### src/rtl/uid_pkg.sv
package uid_pkg;
  typedef enum logic [1:0] {
    SEL_NONE = 2'd0,
    SEL_CTRL = 2'd1,
    SEL_KEY  = 2'd2
  } reg_sel_e;

  localparam int unsigned TRIG_BIT = 1;
  localparam logic [31:0] ARM_MASK = 32'h0000_AC00;
  localparam int unsigned IDX_LSB  = 16;
endpackage

### src/rtl/uid_addr_dec.sv
module uid_addr_dec #(
  parameter int unsigned ADDR_W    = 10,
  parameter int unsigned CTRL_OFFS = 'h40,
  parameter int unsigned KEY_OFFS  = 'h60
) (
  input  logic [ADDR_W-1:0] addr_i,
  output uid_pkg::reg_sel_e sel_o
);
  always_comb begin
    if (addr_i == ADDR_W'(CTRL_OFFS))     sel_o = uid_pkg::SEL_CTRL;
    else if (addr_i == ADDR_W'(KEY_OFFS)) sel_o = uid_pkg::SEL_KEY;
    else                                  sel_o = uid_pkg::SEL_NONE;
  end
endmodule

### src/rtl/uid_fetch.sv
module uid_fetch #(
  parameter int unsigned ID_BYTES = 16,
  parameter int unsigned DATA_W   = 32
) (
  input  logic [DATA_W-1:0]     ctrl_i,
  input  logic [ID_BYTES*8-1:0] uid_i,
  output logic                  fire_o,
  output logic [DATA_W-1:0]     word_o
);
  localparam int unsigned ID_W    = ID_BYTES * 8;
  localparam int unsigned W_BYTES = DATA_W / 8;
  localparam int unsigned MAX_OFF = ID_BYTES - W_BYTES;
  localparam int unsigned IDX_W   = DATA_W - uid_pkg::IDX_LSB;

  logic [IDX_W-1:0]  idx;
  logic              armed;
  logic              in_range;
  logic [DATA_W-1:0] cand [MAX_OFF+1];

  assign idx      = ctrl_i[DATA_W-1:uid_pkg::IDX_LSB];
  assign armed    = ctrl_i[uid_pkg::TRIG_BIT] &&
                    (|(ctrl_i & DATA_W'(uid_pkg::ARM_MASK)));
  assign in_range = idx <= IDX_W'(MAX_OFF);
  assign fire_o   = armed && in_range;

  // one candidate window per legal byte offset, MSB-first
  for (genvar g = 0; g <= MAX_OFF; g++) begin : g_win
    assign cand[g] = uid_i[ID_W-1-8*g -: DATA_W];
  end

  always_comb begin
    word_o = '0;
    for (int k = 0; k <= MAX_OFF; k++)
      if (idx == IDX_W'(k)) word_o = cand[k];
  end
endmodule

### src/rtl/uid_readout_regs.sv
module uid_readout_regs #(
  parameter int unsigned ID_BYTES  = 16,
  parameter int unsigned DATA_W    = 32,
  parameter int unsigned ADDR_W    = 10,
  parameter int unsigned CTRL_OFFS = 'h40,
  parameter int unsigned KEY_OFFS  = 'h60
) (
  input  logic                  clk_i,
  input  logic                  rst_ni,
  input  logic [ADDR_W-1:0]     addr_i,
  input  logic                  wr_en_i,
  input  logic [DATA_W-1:0]     wdata_i,
  output logic [DATA_W-1:0]     rdata_o,
  input  logic [ID_BYTES*8-1:0] uid_i
);
  uid_pkg::reg_sel_e sel;
  logic              fire;
  logic [DATA_W-1:0] fetch_word;
  logic [DATA_W-1:0] ctrl_q, key_q;
  logic              ctrl_we;

  uid_addr_dec #(
    .ADDR_W(ADDR_W), .CTRL_OFFS(CTRL_OFFS), .KEY_OFFS(KEY_OFFS)
  ) u_dec (
    .addr_i(addr_i), .sel_o(sel)
  );

  uid_fetch #(
    .ID_BYTES(ID_BYTES), .DATA_W(DATA_W)
  ) u_fetch (
    .ctrl_i(wdata_i), .uid_i(uid_i), .fire_o(fire), .word_o(fetch_word)
  );

  assign ctrl_we = wr_en_i && (sel == uid_pkg::SEL_CTRL);

  always_ff @(posedge clk_i or negedge rst_ni) begin
    if (!rst_ni) begin
      ctrl_q <= '0;
      key_q  <= '0;
    end else if (ctrl_we) begin
      ctrl_q <= wdata_i & ~(DATA_W'(1) << uid_pkg::TRIG_BIT);
      if (fire) key_q <= fetch_word;
    end
  end

  always_comb begin
    unique case (sel)
      uid_pkg::SEL_CTRL: rdata_o = ctrl_q;
      uid_pkg::SEL_KEY:  rdata_o = key_q;
      default:           rdata_o = '0;
    endcase
  end
endmodule

### config.mk
export PLATFORM = sky130hd
export DESIGN_NAME = uid_readout_regs
export DESIGN_NICKNAME = d
export VERILOG_FILES = /design/src/rtl/uid_pkg.sv /design/src/rtl/uid_addr_dec.sv /design/src/rtl/uid_fetch.sv /design/src/rtl/uid_readout_regs.sv
export SDC_FILE = /design/constraint.sdc
export NUM_CORES = 1
export LEC_CHECK = 0
export BUFFER_PORTS_ARGS = -buffer_cell sky130_fd_sc_hd__buf_2
export CAP_MARGIN = 5
export CORE_MARGIN = 3
export CORE_UTILIZATION = 53
export DETAILED_ROUTE_END_ITERATION = 6
export HOLD_SLACK_MARGIN = 0.05
export PLACE_DENSITY = 0.83
export SLEW_MARGIN = 40
export SYNTH_ARGS = -nofsm -noshare
export SYNTH_HDL_FRONTEND = slang
export SYNTH_SLANG_ARGS = --single-unit
### constraint.sdc
create_clock -name clk_i -period 1.5 [get_ports clk_i]
set_clock_uncertainty 0.2 [all_clocks]
set_input_delay 0.15 -clock clk_i [delete_from_list [all_inputs] [get_ports clk_i]]
set_output_delay 0.15 -clock clk_i [all_outputs]
set_load 0.01 [all_outputs]
==> results of run 1 <==
==> logic make-up after synthesis <==
group / share of synthesized area (%)
DFF: 24.2
muxes: 19.0
buffers and inverters: 6.06
AOI/OAI and AO/OA: 28.9
and+or+nand+nor: 21.9
==> stage by stage <==
stage	setup TNS, ns	hold WS [ns]	cells	worst slack, ns
floorplan	-24.54	-0.346	756	-0.838
detailed placement	-43.08	-0.0127	1247	-1.08
CTS	-22.51	0.0518	1357	-0.637
global placement	-40.80	-0.00700	1247	-1.05
==> what timing repair did <==
action	CTS
cloned	10
setup buffers	29
hold buffers	55
gates resized for setup	156
hold endpoints to repair	112
setup endpoints to repair	64
pin swaps	69
==> results.py, run 1 <==
metrics = {
    "floorplan": {
        "die_w_um": 117,
        "rows": 39,
        "die_y_um": 117,
        "io_pins": 205,
        "initial_core_util_pct": 55.7,
    },
    "placed_design": {
        "portBuffers": 204,
        "place_area_mm2": 0.00923,
        "hpwlAfterDp_um": 23400,
        "gp_congestion": 1.04,
    },
    "synthesis": {
        "syn_inst": 756,
        "yosys_warnings": 0,
        "yosys_most_used_dff": "dfrtp_1",
        "ys_seq_elements": 63,
        "synth_common_cells": "65 x nor2_1, 63 x dfrtp_1, 52 x nand2_1, 51 x mux2i_1",
        "synth_edf_count": 0,
        "yosysSeqAreaShare_pct": 24.2,
        "synthArstFlopShare_pct": 100,
        "ys_top_cells_by_area": "dfrtp_1 24%, mux2i_1 7.8%, mux2_2 7.8%, a22oi_1 5.3%, nor2_1 3.7%",
        "yosysTopAreaCell": "dfrtp_1",
        "synth_top_area_share_pct": 24.2,
        "synth_fp_nets": 929,
        "synthesis.area_mm2": 0.00653,
        "synth_area_per_cell_um2": 8.63,
        "synth.most_common_cell": "nor2_1",
        "synth_cell_types": 70,
    },
    "run_status": {
        "haltStage": "5_1_grt",
        "error": "[ERROR DPL-0038] Utilization greater than 100%, impossible to legalize",
        "status": "did not finish",
    },
    "clock_tree": {
        "htreeDepth": 3,
        "clockRootBuffer": "clkbuf_16",
        "numCtsBuffers": 9,
        "cts_max_path_buffers": 2,
        "cts.sinks": 63,
    },
    "global_route": {
        "grt_max_degree": 64,
    },
}
==> run 2: changes to the inputs <==
--- a/config.mk
+++ b/config.mk
@@ -8,10 +8,9 @@
 export BUFFER_PORTS_ARGS = -buffer_cell sky130_fd_sc_hd__buf_2
 export CAP_MARGIN = 5
 export CORE_MARGIN = 3
-export CORE_UTILIZATION = 53
+export CORE_UTILIZATION = 40
 export DETAILED_ROUTE_END_ITERATION = 6
-export HOLD_SLACK_MARGIN = 0.05
-export PLACE_DENSITY = 0.83
+export PLACE_DENSITY_LB_ADDON = 0.15
 export SLEW_MARGIN = 40
 export SYNTH_ARGS = -nofsm -noshare
 export SYNTH_HDL_FRONTEND = slang
==> results.py, run 2 <==
metrics = {
    "synthesis": {
        "yosysTopAreaCell": "dfrtp_1",
        "synthesis.area_mm2": 0.00653,
        "ys_top_cells_by_area": "dfrtp_1 24%, mux2i_1 7.8%, mux2_2 7.8%, a22oi_1 5.3%, nor2_1 3.7%",
        "yosys_most_used_dff": "dfrtp_1",
        "synthArstFlopShare_pct": 100,
        "synth_area_per_cell_um2": 8.63,
        "ys_seq_elements": 63,
        "synth_fp_nets": 929,
        "synth.most_common_cell": "nor2_1",
        "syn_inst": 756,
        "synth_edf_count": 0,
        "synth_common_cells": "65 x nor2_1, 63 x dfrtp_1, 52 x nand2_1, 51 x mux2i_1",
        "yosysSeqAreaShare_pct": 24.2,
        "synth_cell_types": 70,
        "yosys_warnings": 0,
        "synth_top_area_share_pct": 24.2,
    },
    "global_route": {
        "grt_antenna_before_repair": 0,
        "grt_util_all_layers_pct": 36.1,
        "grt_pass1_wl_um": 50500,
        "grt_pass1_vias": 8751,
        "grt_max_degree": 64,
        "grt_overflow": 0,
    },
    "route": {
        "drc": 15,
        "vias": 9057,
        "first_iter_violations": 1260,
        "wirelength_um": 35000,
        "wl_met2_um": 15600,
        "vias_per_cell": 6.39,
        "topRoutingLayerUsed": "met4",
        "routedWlPerCell_um": 24.7,
        "m1WireLength_um": 13900,
        "met3WireLength_um": 4140,
        "drt_pass1_iterations": 7,
        "ant_nets": 0,
    },
    "cells_and_area": {
        "stdcell_area_mm2": 0.0117,
        "largest_register": "key_q",
        "final_common_cell": "buf_4",
        "reg_top3": "key_q x32, ctrl_q x31",
        "nets": 1370,
        "final_layout_size_suffix_gt1_share_pct": 56.4,
        "final_cell_mix": "199 x buf_4, 166 x buf_2, 63 x dfrtp_1, 60 x buf_6, 48 x nand2_1",
        "syn2layout_area_growth_pct": 79.0,
        "num_antenna_cells": 0,
        "largest_register_ffs": 32,
    },
    "sta": {
        "finalSetupViolCount": 66,
        "setup_ws_ns": -0.685,
        "slew_viol_final": 0,
        "hold_viol": 0,
        "fmax_mhz": 458,
        "min_period_over_period_pct": 146,
        "max_slew_margin_pct": 60.5,
        "fin_crit_ns": 2.18,
        "tightest_slew_ns": 0.588,
        "rsz0062_at_grt": "yes",
    },
    "setup_path": {
        "slowest_stage": "a2111oi_1",
        "startpoint": "wdata_i[16]",
        "worst_setup_path_start_kind": "input port",
        "slowest_delay_ns": 0.49,
        "critical_path_arrival_ns": 2.19,
        "crit_fanout": 9,
        "timing.rr.end": "key_q[5]$_DFFE_PN0P_",
        "cp_common_cell": "buf_4",
        "path_class": "in -> reg",
        "r2r_slack_ns": 0.40,
        "crit_chain": "buf_4 -> buf_4 -> buf_4 -> nor2b_1 -> a22oi_1 -> nor2_2 -> a2111oi_1 -> buf_4 -> a221oi_2 -> o21a_1",
        "endpoint_kind": "flip-flop",
        "r2r_cells": 3,
        "crit_required_ns": 1.51,
        "worstReg2RegStart": "key_q[5]$_DFFE_PN0P_",
        "crit_path_end": "key_q[21]$_DFFE_PN0P_",
    },
    "placed_design": {
        "gp_congestion": 1.00,
        "hpwlAfterDp_um": 23200,
        "place_area_mm2": 0.00926,
        "portBuffers": 204,
    },
    "min_path": {
        "hold_class": "in -> reg",
    },
    "clock_tree": {
        "cts_max_path_buffers": 2,
        "numCtsBuffers": 9,
        "htreeDepth": 3,
        "clock_latency_ns": 0.33,
        "cts.sinks": 63,
        "cts_tree": "done",
        "clockRootBuffer": "clkbuf_16",
        "clkTransAtPathRegs_ns": 0.05,
    },
    "floorplan": {
        "die_y_um": 134,
        "core_mm2": 0.0159,
        "rows": 46,
        "die-area_mm2": 0.0179,
        "io_pins": 205,
        "initial_core_util_pct": 40.9,
        "die_w_um": 134,
    },
    "power_and_ir_drop": {
        "peakVddDrop_v": 0.000460,
        "p_leak_nw": 5.20,
        "power.total_mw": 5.40,
        "powerDensity_mw_per_mm2": 462,
    },
    "run_status": {
        "violations": "design-rule violations, negative setup slack",
        "status": "finished, violations left",
    },
    "run": {
        "maxCapViolCount": 0,
    },
}
[run 2: worst min-delay path by stage]
stage / startpoint / end / slack [ns] / cells past startpoint
3_5_place_dp: rst_ni / ctrl_q[21]$_DFFE_PN0P_ / -0.005 / 2
6_report: uid_i[28] / key_q[20]$_DFFE_PN0P_ / 0.008 / 3
4_1_cts: wdata_i[20] / ctrl_q[20]$_DFFE_PN0P_ / 0.0004 / 3
2_1_floorplan: rst_ni / ctrl_q[0]$_DFFE_PN0P_ / -0.35 / 0
5_1_grt: uid_i[28] / key_q[20]$_DFFE_PN0P_ / 0.008 / 3
3_3_place_gp: rst_ni / ctrl_q[14]$_DFFE_PN0P_ / 0.001 / 2
[run 2: timing repair]
| action | CTS | global route |
|---|---|---|
| hold buffers | 42 | 0 |
| endpoints found under the hold margin | 102 | 0 |
| gates cloned | 10 | 2 |
| endpoints found under the setup margin | 64 | 69 |
| resized for setup | 137 | 122 |
| setup buffers | 23 | 7 |
| pin swaps | 61 | 50 |
[run 2: critical path: cells and delay by family]
family	cells	cell delay (ns)
AOI/OAI and AO/OA	4	1.07
buffers and inverters	4	0.73
and+or+nand+nor	2	0.24
[run 2: metal layers]
layer / global-route usage (%) / vias to the layer above
li1: - / 3903
met4: 11.6 / 0
met1: 50.0 / 4302
met2: 55.1 / 742
met3: 9.67 / 110
met5: 0 / -
[run 2: metrics by stage]
stage	instances	TNS, ns	hold slack [ns]	utilization, %	setup slack (ns)
detailed placement	1320	-39.29	-0.00456	58.1	-1.08
CTS	1409	-21.97	0.000371	68.9	-0.595
finish	1418	-25.15	0.00795	73.3	-0.685
global placement	1320	-37.60	0.00101	58.1	-1.04
global route	1418	-28.04	0.00754	73.3	-0.760
floorplan	756	-24.54	-0.346	-	-0.838
[run 2: power breakdown]
| part | internal [mW] | switching (mW) |
|---|---|---|
| logic | 0.684 | 0.729 |
| clock network | 1.46 | 0.811 |
| registers | 1.71 | 0.00810 |
| total | 3.85 | 1.55 |
[run 2: logic make-up (layout without fill, tap and decap cells)]
family | after synthesis | count (layout) | share of synthesized area [%]
AOI/OAI and AO/OA | 265 | 265 | 28.9
and+or+nand+nor | 245 | 247 | 21.9
muxes | 106 | 106 | 19.0
buffers and inverters | 77 | 521 | 6.06
DFF | 63 | 63 | 24.2
[run 2: cell type report]
class,count,area (um^2)
Multi-Input combinational cell,618,5360
Fill cell,1193,4260
Timing Repair Buffer,501,4140
Sequential cell,63,1580
Tap cell,216,270
Clock buffer,9,225
Clock inverter,7,96.3
Inverter,4,15.0
Note: power is estimated with default switching activity, not from simulation.
